### config.mk
export PLATFORM = sky130hd
export DESIGN_NAME = bus_txn_sched
export DESIGN_NICKNAME = d
export VERILOG_FILES = /design/src/rtl/bts_pkg.sv /design/src/rtl/bts_fifo.sv /design/src/rtl/bts_issue.sv /design/src/rtl/bts_snoop_fwd.sv /design/src/rtl/bus_txn_sched.sv
export SDC_FILE = /design/constraint.sdc
export NUM_CORES = 1
export LEC_CHECK = 0
export BUFFER_PORTS_ARGS = -buffer_cell sky130_fd_sc_hd__clkbuf_2
export CAP_MARGIN = 20
export CORE_AREA = 3 3 198 239
export DETAILED_ROUTE_END_ITERATION = 10
export DIE_AREA = 0 0 201 242
export PLACE_DENSITY = 0.81
export SYNTH_ARGS = -nofsm -noshare
export SYNTH_HDL_FRONTEND = slang
export SYNTH_SLANG_ARGS = --single-unit
### constraint.sdc
create_clock -name clk -period 5.4 [get_ports clk]
set_input_delay 0.27 -clock clk [delete_from_list [all_inputs] [get_ports clk]]
set_output_delay 0.27 -clock clk [all_outputs]
set_load 0.05 [all_outputs]
### src/rtl/bts_pkg.sv
package bts_pkg;
  typedef enum logic [1:0] {
    KIND_NONE  = 2'd0,
    KIND_SNOOP = 2'd1,
    KIND_READ  = 2'd2,
    KIND_VICT  = 2'd3
  } txn_kind_e;

  typedef enum logic [1:0] {
    SF_IDLE  = 2'd0,
    SF_PROBE = 2'd1,
    SF_WAIT  = 2'd2,
    SF_FULL  = 2'd3
  } snp_state_e;
endpackage

### src/rtl/bts_fifo.sv
module bts_fifo #(
  parameter int W     = 32,
  parameter int DEPTH = 4
) (
  input  logic         clk,
  input  logic         rst_n,
  input  logic         push,
  input  logic         pop,
  input  logic [W-1:0] din,
  output logic [W-1:0] dout,
  output logic         empty,
  output logic         full
);
  localparam int AW = (DEPTH > 1) ? $clog2(DEPTH) : 1;
  localparam int CW = $clog2(DEPTH + 1);

  logic [W-1:0]  mem_q [DEPTH];
  logic [AW-1:0] wp_q, wp_d, rp_q, rp_d;
  logic [CW-1:0] cnt_q, cnt_d;

  function automatic logic [AW-1:0] bump(input logic [AW-1:0] p);
    return (p == AW'(DEPTH - 1)) ? '0 : p + 1'b1;
  endfunction

  always_comb begin
    wp_d  = push ? bump(wp_q) : wp_q;
    rp_d  = pop  ? bump(rp_q) : rp_q;
    cnt_d = cnt_q + CW'(push) - CW'(pop);
  end

  always_ff @(posedge clk or negedge rst_n) begin
    if (!rst_n) begin
      wp_q  <= '0;
      rp_q  <= '0;
      cnt_q <= '0;
    end else begin
      wp_q  <= wp_d;
      rp_q  <= rp_d;
      cnt_q <= cnt_d;
    end
  end

  always_ff @(posedge clk) begin
    if (push) mem_q[wp_q] <= din;
  end

  assign dout  = mem_q[rp_q];
  assign empty = (cnt_q == '0);
  assign full  = (cnt_q == CW'(DEPTH));
endmodule

### src/rtl/bts_issue.sv
module bts_issue
  import bts_pkg::*;
#(
  parameter int ADDR_W = 32,
  parameter int MAX_RD = 6,
  parameter int BEATS  = 4,
  parameter int SR_BUF = 2,
  parameter int RD_BUF = 2,
  parameter int WB_BUF = 2
) (
  input  logic                          clk,
  input  logic                          rst_n,
  input  logic                          sr_valid,
  input  logic [ADDR_W-1:0]             sr_addr,
  output logic                          sr_ready,
  input  logic                          rd_valid,
  input  logic [ADDR_W-1:0]             rd_addr,
  output logic                          rd_ready,
  input  logic                          wb_valid,
  input  logic [ADDR_W-1:0]             wb_addr,
  output logic                          wb_ready,
  input  logic                          mem_rd_busy,
  input  logic                          bus_grant,
  output logic                          bus_req,
  output logic [1:0]                    bus_kind,
  output logic [ADDR_W-1:0]             bus_addr,
  input  logic                          ret_beat,
  output logic [$clog2(MAX_RD+1)-1:0]   rd_outstanding
);
  localparam int CNT_W = $clog2(MAX_RD + 1);
  localparam int BW    = (BEATS > 1) ? $clog2(BEATS) : 1;

  logic [ADDR_W-1:0] sr_head, rd_head, wb_head;
  logic sr_empty, sr_full, rd_empty, rd_full, wb_empty, wb_full;
  logic sr_have, rd_have, wb_have, rd_ok, override, issue;
  logic sr_push, sr_pop, rd_push, rd_pop, wb_push, wb_pop;
  txn_kind_e sel;
  logic [CNT_W-1:0] cnt_q, cnt_d;
  logic [BW-1:0]    beat_q, beat_d;
  logic             line_done, rd_issue;

  bts_fifo #(.W(ADDR_W), .DEPTH(SR_BUF)) u_sr_buf (
    .clk(clk), .rst_n(rst_n), .push(sr_push), .pop(sr_pop), .din(sr_addr),
    .dout(sr_head), .empty(sr_empty), .full(sr_full));
  bts_fifo #(.W(ADDR_W), .DEPTH(RD_BUF)) u_rd_buf (
    .clk(clk), .rst_n(rst_n), .push(rd_push), .pop(rd_pop), .din(rd_addr),
    .dout(rd_head), .empty(rd_empty), .full(rd_full));
  bts_fifo #(.W(ADDR_W), .DEPTH(WB_BUF)) u_wb_buf (
    .clk(clk), .rst_n(rst_n), .push(wb_push), .pop(wb_pop), .din(wb_addr),
    .dout(wb_head), .empty(wb_empty), .full(wb_full));

  // A class has a candidate if its buffer holds one or the port offers one.
  assign sr_have  = !sr_empty || sr_valid;
  assign rd_have  = !rd_empty || rd_valid;
  assign wb_have  = !wb_empty || wb_valid;
  assign rd_ok    = (cnt_q < CNT_W'(MAX_RD));
  assign override = mem_rd_busy && rd_full && wb_full;

  always_comb begin
    sel = KIND_NONE;
    if (sr_have)                  sel = KIND_SNOOP;
    else if (override && wb_have) sel = KIND_VICT;
    else if (rd_have && rd_ok)    sel = KIND_READ;
    else if (wb_have)             sel = KIND_VICT;
  end

  always_comb begin
    unique case (sel)
      KIND_SNOOP: bus_addr = sr_empty ? sr_addr : sr_head;
      KIND_READ:  bus_addr = rd_empty ? rd_addr : rd_head;
      KIND_VICT:  bus_addr = wb_empty ? wb_addr : wb_head;
      default:    bus_addr = '0;
    endcase
  end

  assign bus_req  = (sel != KIND_NONE);
  assign bus_kind = sel;
  assign issue    = bus_req && bus_grant;

  // Pop the head on issue; store an offer unless it bypassed an empty buffer.
  assign sr_pop  = issue && (sel == KIND_SNOOP) && !sr_empty;
  assign rd_pop  = issue && (sel == KIND_READ)  && !rd_empty;
  assign wb_pop  = issue && (sel == KIND_VICT)  && !wb_empty;
  assign sr_push = sr_valid && !sr_full && !(issue && (sel == KIND_SNOOP) && sr_empty);
  assign rd_push = rd_valid && !rd_full && !(issue && (sel == KIND_READ)  && rd_empty);
  assign wb_push = wb_valid && !wb_full && !(issue && (sel == KIND_VICT)  && wb_empty);
  assign sr_ready = !sr_full;
  assign rd_ready = !rd_full;
  assign wb_ready = !wb_full;

  // In-flight read count, retired on the last beat of each return.
  assign rd_issue  = issue && (sel == KIND_READ);
  assign line_done = ret_beat && (beat_q == BW'(BEATS - 1));

  always_comb begin
    beat_d = beat_q;
    if (ret_beat) beat_d = line_done ? '0 : beat_q + 1'b1;
    unique case ({rd_issue, line_done})
      2'b10:   cnt_d = cnt_q + 1'b1;
      2'b01:   cnt_d = cnt_q - 1'b1;
      default: cnt_d = cnt_q;
    endcase
  end

  always_ff @(posedge clk or negedge rst_n) begin
    if (!rst_n) begin
      cnt_q  <= '0;
      beat_q <= '0;
    end else begin
      cnt_q  <= cnt_d;
      beat_q <= beat_d;
    end
  end

  assign rd_outstanding = cnt_q;
endmodule

### src/rtl/bts_snoop_fwd.sv
module bts_snoop_fwd
  import bts_pkg::*;
#(
  parameter int ADDR_W    = 32,
  parameter int CC_DEPTH  = 10,
  parameter int TLB_DEPTH = 3
) (
  input  logic              clk,
  input  logic              rst_n,
  input  logic              cc_valid,
  input  logic [ADDR_W-1:0] cc_addr,
  output logic              cc_stall,
  input  logic              tlb_valid,
  input  logic [ADDR_W-1:0] tlb_addr,
  output logic              tlb_stall,
  output logic              probe_valid,
  output logic              probe_tlb,
  output logic [ADDR_W-1:0] probe_addr,
  input  logic              reply_valid,
  input  logic              reply_change,
  output logic              full_valid,
  output logic              full_tlb,
  output logic [ADDR_W-1:0] full_addr,
  input  logic              full_ready
);
  snp_state_e st_q, st_d;
  logic sel_q, sel_d, done;
  logic cc_push, cc_pop, cc_empty, cc_full;
  logic tlb_push, tlb_pop, tlb_empty, tlb_full;
  logic [ADDR_W-1:0] cc_head, tlb_head, head;

  bts_fifo #(.W(ADDR_W), .DEPTH(CC_DEPTH)) u_cc_q (
    .clk(clk), .rst_n(rst_n), .push(cc_push), .pop(cc_pop), .din(cc_addr),
    .dout(cc_head), .empty(cc_empty), .full(cc_full));
  bts_fifo #(.W(ADDR_W), .DEPTH(TLB_DEPTH)) u_tlb_q (
    .clk(clk), .rst_n(rst_n), .push(tlb_push), .pop(tlb_pop), .din(tlb_addr),
    .dout(tlb_head), .empty(tlb_empty), .full(tlb_full));

  always_comb begin
    st_d  = st_q;
    sel_d = sel_q;
    done  = 1'b0;
    unique case (st_q)
      SF_IDLE: begin
        if (!cc_empty)       begin sel_d = 1'b0; st_d = SF_PROBE; end
        else if (!tlb_empty) begin sel_d = 1'b1; st_d = SF_PROBE; end
      end
      SF_PROBE: st_d = SF_WAIT;
      SF_WAIT: begin
        if (reply_valid) begin
          if (reply_change) st_d = SF_FULL;
          else begin done = 1'b1; st_d = SF_IDLE; end
        end
      end
      SF_FULL: begin
        if (full_ready) begin done = 1'b1; st_d = SF_IDLE; end
      end
      default: st_d = SF_IDLE;
    endcase
  end

  always_ff @(posedge clk or negedge rst_n) begin
    if (!rst_n) begin
      st_q  <= SF_IDLE;
      sel_q <= 1'b0;
    end else begin
      st_q  <= st_d;
      sel_q <= sel_d;
    end
  end

  // The head stays queued until its snoop is finished; a pop frees a slot at once.
  assign cc_pop    = done && !sel_q;
  assign tlb_pop   = done && sel_q;
  assign cc_push   = cc_valid  && (!cc_full  || cc_pop);
  assign tlb_push  = tlb_valid && (!tlb_full || tlb_pop);
  assign cc_stall  = cc_valid  && cc_full  && !cc_pop;
  assign tlb_stall = tlb_valid && tlb_full && !tlb_pop;

  assign head        = sel_q ? tlb_head : cc_head;
  assign probe_valid = (st_q == SF_PROBE);
  assign probe_tlb   = sel_q;
  assign probe_addr  = head;
  assign full_valid  = (st_q == SF_FULL);
  assign full_tlb    = sel_q;
  assign full_addr   = head;
endmodule

### src/rtl/bus_txn_sched.sv
module bus_txn_sched #(
  parameter int ADDR_W    = 32,
  parameter int MAX_RD    = 6,
  parameter int BEATS     = 4,
  parameter int SR_BUF    = 2,
  parameter int RD_BUF    = 2,
  parameter int WB_BUF    = 2,
  parameter int CC_DEPTH  = 10,
  parameter int TLB_DEPTH = 3
) (
  input  logic                        clk,
  input  logic                        rst_n,
  input  logic                        snp_rsp_valid,
  input  logic [ADDR_W-1:0]           snp_rsp_addr,
  output logic                        snp_rsp_ready,
  input  logic                        rd_valid,
  input  logic [ADDR_W-1:0]           rd_addr,
  output logic                        rd_ready,
  input  logic                        wb_valid,
  input  logic [ADDR_W-1:0]           wb_addr,
  output logic                        wb_ready,
  input  logic                        mem_rd_busy,
  input  logic                        bus_grant,
  output logic                        bus_req,
  output logic [1:0]                  bus_kind,
  output logic [ADDR_W-1:0]           bus_addr,
  input  logic                        ret_beat,
  output logic [$clog2(MAX_RD+1)-1:0] rd_outstanding,
  input  logic                        cc_snp_valid,
  input  logic [ADDR_W-1:0]           cc_snp_addr,
  output logic                        cc_stall,
  input  logic                        tlb_snp_valid,
  input  logic [ADDR_W-1:0]           tlb_snp_addr,
  output logic                        tlb_stall,
  output logic                        probe_valid,
  output logic                        probe_tlb,
  output logic [ADDR_W-1:0]           probe_addr,
  input  logic                        reply_valid,
  input  logic                        reply_change,
  output logic                        full_valid,
  output logic                        full_tlb,
  output logic [ADDR_W-1:0]           full_addr,
  input  logic                        full_ready
);
  bts_issue #(
    .ADDR_W(ADDR_W), .MAX_RD(MAX_RD), .BEATS(BEATS),
    .SR_BUF(SR_BUF), .RD_BUF(RD_BUF), .WB_BUF(WB_BUF)
  ) u_issue (
    .clk(clk), .rst_n(rst_n),
    .sr_valid(snp_rsp_valid), .sr_addr(snp_rsp_addr), .sr_ready(snp_rsp_ready),
    .rd_valid(rd_valid), .rd_addr(rd_addr), .rd_ready(rd_ready),
    .wb_valid(wb_valid), .wb_addr(wb_addr), .wb_ready(wb_ready),
    .mem_rd_busy(mem_rd_busy), .bus_grant(bus_grant),
    .bus_req(bus_req), .bus_kind(bus_kind), .bus_addr(bus_addr),
    .ret_beat(ret_beat), .rd_outstanding(rd_outstanding));

  bts_snoop_fwd #(
    .ADDR_W(ADDR_W), .CC_DEPTH(CC_DEPTH), .TLB_DEPTH(TLB_DEPTH)
  ) u_snoop (
    .clk(clk), .rst_n(rst_n),
    .cc_valid(cc_snp_valid), .cc_addr(cc_snp_addr), .cc_stall(cc_stall),
    .tlb_valid(tlb_snp_valid), .tlb_addr(tlb_snp_addr), .tlb_stall(tlb_stall),
    .probe_valid(probe_valid), .probe_tlb(probe_tlb), .probe_addr(probe_addr),
    .reply_valid(reply_valid), .reply_change(reply_change),
    .full_valid(full_valid), .full_tlb(full_tlb), .full_addr(full_addr),
    .full_ready(full_ready));
endmodule

[Word level (Yosys, flattened, before mapping)]
Memories as Yosys holds them, arrays and structs flattened.
Cells that the tools add are included.
Storage, ports and cells
  RAM bits: 608
  input port bits: 173
  output and inout bits: 111
  register bits after elaboration: 38
  memories kept: 5
Operators by class
  equal/unequal tests: 22
  $add $sub $neg: 23
  reduce and logical (&&, ||, !) cells: 58
  $lt $le $gt $ge: 1
  mux-type cells: 43
Memories
  u_snoop.u_cc_q.mem_q: depth 10, bits a word 32, read ports 1, clocked after memory_dff 0, wr ports 1, RTL line bts_fifo.sv:17  | logic [W-1:0] mem_q [DEPTH];
  u_snoop.u_tlb_q.mem_q: depth 3, bits a word 32, read ports 1, clocked after memory_dff 0, wr ports 1, RTL line bts_fifo.sv:17
  u_issue.u_rd_buf.mem_q: depth 2, bits a word 32, read ports 1, clocked after memory_dff 0, wr ports 1, RTL line bts_fifo.sv:17
  u_issue.u_sr_buf.mem_q: depth 2, bits a word 32, read ports 1, clocked after memory_dff 0, wr ports 1, RTL line bts_fifo.sv:17
  u_issue.u_wb_buf.mem_q: depth 2, bits a word 32, read ports 1, clocked after memory_dff 0, wr ports 1, RTL line bts_fifo.sv:17
Operators by type and width (number)
  32-bit two-way mux: 4
  32-bit case mux with 3 select lines: 1
  1-bit logical AND: 29
  2-bit equality test (second input constant): 12
  2-bit two-way mux: 12
  1-bit two-way mux: 21
  1-bit zero test: 14
  4-bit equality test (second input constant): 3
  2-bit zero test: 5
  2-bit by 1-bit adder with 2-bit output: 4
  4-bit by 1-bit adder with 4-bit output (second input constant): 2
  4-bit two-way mux: 2
  2-bit case mux with 4 select lines: 1
  2-bit by 1-bit subtractor with 2-bit output: 4
  1-bit adder (second input constant): 6
  2-bit by 1-bit adder with 2-bit output (second input constant): 3
  2-bit by 1-bit equality test with 1-bit output (second input constant): 3
  3-bit case mux with 2 select lines: 1
  1-bit logical OR: 5
  4-bit by 1-bit adder with 4-bit output: 1
  4-bit zero test: 1
  2-bit inequality test (second input constant): 2
  2-bit nonzero test: 2
  4-bit by 1-bit subtractor with 4-bit output: 1
  other kinds (8): 8

[Logic depth before layout (Yosys ltp)]
  depth in word-level cells: 15
  mapped depth: 10
  depth with buffers taken out: 10

[Modules after synthesis]
A second synthesis with hierarchy kept.
Second synthesis, totals
  cell total of the unflattened synthesis: 1687
  area total of the unflattened synthesis: 28511.1 um^2
By module, submodules not included
  bts_fifo (u_snoop.u_cc_q): area each 13559.3 um^2, cells an instance 689, sequential area each 9909.5 um^2, times used 1
  bts_fifo (u_issue.u_rd_buf ...): area each 2658.8 um^2, cells an instance 115, sequential area each 2021.9 um^2, times used 3
  bts_fifo (u_snoop.u_tlb_q): area each 3880.0 um^2, cells an instance 229, sequential area each 3032.9 um^2, times used 1
  bts_issue: area each 2228.4 um^2, cells an instance 329, sequential area each 125.1 um^2, times used 1
  bts_snoop_fwd: area each 867.1 um^2, cells an instance 95, sequential area each 75.1 um^2, times used 1

[Worst setup path after synthesis]
Ideal clock, no wire load.
  path type: reg-to-reg
  start: register u_snoop.st_q[0]
  end: memory u_snoop.u_cc_q.mem_q[4][0], enable pin
  slack: 0.530 ns
  buffers on the path: 0
  setup time: 0.501 ns
  stages on the path, launching flop included: 5
  arrival time: 4.369 ns
  cell sequence: dfrtp_1 > or3b_4 > a21oi_4 > o31ai_4 > nor4_1
Between the ends
  word-level cells in the longest chain between the ends: 7
  elaborated cells on any way between the ends: 8
RTL lines
  from (decl): RTL line bts_snoop_fwd.sv:26  | snp_state_e st_q, st_d;
  from (signal assigned): RTL line bts_snoop_fwd.sv:67  | st_q <= st_d;
  2-bit equality test: RTL line bts_snoop_fwd.sv:43  | unique case (st_q)
  1-bit case mux with 2 select lines *: RTL line bts_snoop_fwd.sv:43
  1-bit logical AND *: RTL line bts_snoop_fwd.sv:73  | assign cc_pop = done && !sel_q;
  1-bit logical OR *: RTL line bts_snoop_fwd.sv:75  | assign cc_push = cc_valid && (!cc_full || cc_pop);
  1-bit logical AND *: RTL line bts_snoop_fwd.sv:75
  1-bit two-way mux *: RTL line bts_fifo.sv:44  | if (push) mem_q[wp_q] <= din;
  1-bit two-way mux (not written as such) *: RTL line bts_fifo.sv:44
  to (decl): RTL line bts_fifo.sv:17
Every way passes the cells marked *; elsewhere a longest branch is shown, timed or not.

[Worst setup path in the final report]
  start: register u_snoop.u_cc_q.rp_q[1]
  end: output port full_addr[2]
Between the ends
  word-level cells in the longest chain between the ends: 2
RTL lines
  from (decl): RTL line bts_fifo.sv:18  | logic [AW-1:0] wp_q, wp_d, rp_q, rp_d;
  from (signal assigned): RTL line bts_fifo.sv:38  | rp_q <= rp_d;
  memory 10 x 32 bit
  32-bit two-way mux: RTL line bts_snoop_fwd.sv:80  | assign head = sel_q ? tlb_head : cc_head;
  to (decl): RTL line bus_txn_sched.sv:42  | output logic [ADDR_W-1:0] full_addr,
No other way between the ends.

==> qor.yml <==
synth:
  yosys_warnings: 0
  yosys_most_used_dff: "edfxtp_1"
  asyncSetResetFlopFracSynth: 0.0588
  syn_area_um2: 26500
  syn-num-nets: 1783
  synth_seq_area_share: 0.725
  syn_area_per_cell_um2: 16.6
  synth_edf_count: 608
  synth_cell_types: 50
  synth-seq-cells: 646
  synth_cells: 1593
cts:
  path_clk_slew_ps: 60
  cts_htree_levels: 2
  clk_root_buffer_cell: "clkbuf_16"
  cts_repair_resize_count: 0
  ctsLongestPathBuffers: 3
  cts-buffers-inserted: 59
  clk_latency_ps: 640
  clock_sink_count: 646
  tritoncts_clock_tree: "done"
detailed_routing:
  detailed_route_wire_length_um: 65700
  drt.antenna.violating_nets: 0
  route.detailed.wl_per_inst_um: 24.6
  drc_errors: 0
  route.detailed.vias_per_inst: 6.12
  detail_route.iter0.violations: 1529
  num_vias: 16400
  firstDrtPassIters: 6
floorplanning:
  placement_rows: 85
  floorplan.io_pins: 284
  fp.coreArea_um2: 45000
  floorplan.initialDensity: 0.589
  chipHeight_um: 242
  die-width_um: 201
  floorplan.die_area_um2: 48600
sta:
  fin_worst_skew_ps: 25.5
  setup_violations: 0
  achievable-frequency_mhz: 251
  worst_max_slew_pin_slew_ps: 1220
  fin_crit_sh: 0.737
  maxSlewHeadroom: 0.189
  setup_tns_ps: 0
  timing.final.crit_period_ps: 3980
  timing_hold_violations_final: 0
  setup_repair_after_global_routing_missed_its_margin: "false"
  postLayoutSetupSlackWorst_ps: 1420
  slew_violations: 0
placed_design:
  placement.setup.worst_slack_ps: 2010
  hpwlAfterDp_um: 37000
  placer_congestion: 0.835
  count_of_port_buffers_added_during_placement: 283
  post-place-cells: 2387
cells_and_area:
  layout-drive-gt1-share: 0.278
  synthToLayoutAreaGrowth_pct: 21.1
  stdcell_count: 2672
  layout_commonest_cell: "edfxtp_1"
  seq_area_um2: 19200
  multi_input_comb_area_um2: 6740
  fill_cells: 2647
  finish.net_count: 2199
  layout_common_cells: "edfxtp_1 (608), clkbuf_2 (283), dlygate4sd3_1 (165)"
worst_setup_path:
  critical_path.startpoint_type: "register"
  crit_type: "reg2out"
  required_ps: 5130
  end_kind: "output port"
  critical_path.max_fanout: 44
  ff2ff_setup_slack_ps: 2540
  arrival_time_of_the_worst_setup_path_ps: 3710
pwr:
  total_leakage_power_nw: 11.5
  power.density_nw_per_um2: 594
  power.share.combinational: 0.416
  seq_power_share: 0.372
  max-vdd-ir-drop_mv: 0.719
  p_int_w: 0.0111
  p_clk_frac: 0.212
  netSwitchingPower_w: 0.00801
  power.switching_fraction: 0.420
outcome:
  status: "finished clean"
job:
  drv.max_cap_violation_count: 0
global_routing:
  number_of_global_route_vias_before_repair: 17000
  grt-ovfl-total: 0
  track_usage: 0.267
  largest_net_degree_at_the_start_of_global_routing: 69
  first_pass_grt_wire_length_um: 100000
  initial_antenna_violation_count: 6
worst_hold_path:
  worst_hold_path_type: "in2async"
through the flow:
step | hold WS (ps) | cell area [um^2] | util | total power, W
4_1_cts | 19.2 | 32000 | 0.710 | 0.0190
5_1_grt | 33.2 | 32100 | 0.713 | 0.0198
6_report | 35.6 | 32100 | 0.713 | 0.0191
3_3_place_gp | 466 | 28400 | 0.632 | 0.0146
3_5_place_dp | 478 | 28400 | 0.632 | 0.0149
2_1_floorplan | -25.6 | 26500 | - | 0.0131
critical path, stage by stage (launching register included):
cell and delay, ps:
dfrtp_2 1060, buf_4 530, mux4_2 370, nand2_1 80
a21oi_1 70, a211oi_1 510, a21oi_1 160, clkbuf_2 310
per-layer routing:
layer / share of wire / vias to the layer above / GRT usage
met1: 0.37 / 8225 / 0.341
met5: 0 / - / 0
li1: - / 7029 / -
met4: 0.033 / 0 / 0.108
met3: 0.085 / 165 / 0.0481
met2: 0.51 / 935 / 0.457
cells in the mapped netlist, drive strengths merged, types with 4 or more instances:
cell / count / share of area
buf: 61 / 0.014
a31oi: 32 / 0.0076
mux2: 69 / 0.029
mux4: 64 / 0.054
nand2: 80 / 0.011
a211oi: 33 / 0.0093
nor3: 10 / 0.0021
or3: 4 / 0.0013
nand2b: 8 / 0.0019
o21ai: 6 / 0.0011
edfxtp: 608 / 0.69
dfrtp: 38 / 0.036
clkbuf: 66 / 0.0093
inv: 17 / 0.0024
xor2: 8 / 0.0026
o221ai: 32 / 0.011
ha: 15 / 0.0071
nor2: 118 / 0.017
xnor2: 15 / 0.0050
a21oi: 140 / 0.027
mux2i: 132 / 0.050
timing repair:
item,4_1_cts,5_1_grt
setup buffers,0,0
hold buffers,165,0
endpoints found under the hold margin,651,0
setup endpoints to repair,0,0
final cells by class:
cell class,instances,area share
flip-flops and latches,646,0.599
repair buffers,482,0.107
clock buffers,73,0.0476
clock inverters,36,0.0105
well taps,609,0.0237
multi-input cells,802,0.210
diodes,6,0.000468
inverters,18,0.00211
logic make-up (layout without fill, tap and decap cells):
kind of cell               after synthesis  count (layout)  share of synthesized area
buffers and inverters                  145             609                     0.0261
xor gates and xnor gates                23              23                    0.00760
other                                    0               6                          0
DFF                                    646             646                      0.725
adders and majority gates               17              17                    0.00859
AOI/OAI and AO/OA                      255             255                     0.0606
and+or+nand+nor                        242             242                     0.0390
muxes                                  265             265                      0.134
final timing paths:
check / start / end / depth (start not counted)
max in group asynchronous: rst_n / u_issue.u_wb_buf.rp_q$_DFFE_PN0P_ / 3
hold reg to reg: u_issue.beat_q[0]$_DFFE_PN0P_ / u_issue.beat_q[0]$_DFFE_PN0P_ / 1
setup reg to reg: u_snoop.st_q[0]$_DFFE_PN0P_ / u_snoop.u_cc_q.mem_q[2][10]$_DFFE_PP_ / 6
hold / removal: rst_n / u_issue.beat_q[1]$_DFFE_PN0P_ / 2
setup / recovery: u_snoop.u_cc_q.rp_q[1]$_DFFE_PN0N_ / full_addr[2] / 7
min in group clk: reply_valid / u_snoop.st_q[1]$_DFFE_PN0P_ / 4
registers in the layout, summed over array words and instances (netlist names), 2 cells and up:
register	cells
u_snoop.u_tlb_q.mem_q	96
u_issue.u_sr_buf.cnt_q	2
u_snoop.u_tlb_q.rp_q	2
u_snoop.u_cc_q.mem_q	320
u_issue.rd_outstanding	3
u_snoop.u_cc_q.rp_q	4
u_snoop.st_q	2
u_issue.beat_q	2
u_issue.u_wb_buf.mem_q	64
u_snoop.u_cc_q.cnt_q	4
u_issue.u_sr_buf.mem_q	64
u_snoop.u_cc_q.wp_q	4
u_issue.u_rd_buf.cnt_q	2
u_snoop.u_tlb_q.cnt_q	2
u_issue.u_wb_buf.cnt_q	2
u_snoop.u_tlb_q.wp_q	2
u_issue.u_rd_buf.mem_q	64
power by group through the flow:
stage	clock, W	combinational [W]	sequential (W)
6_report	0.00404	0.00793	0.00710
5_1_grt	0.00429	0.00836	0.00719
4_1_cts	0.00410	0.00782	0.00708
3_5_place_dp	0	0.00768	0.00718
3_3_place_gp	0	0.00751	0.00712
2_1_floorplan	0	0.00629	0.00678
(Power assumes the default switching activity.)
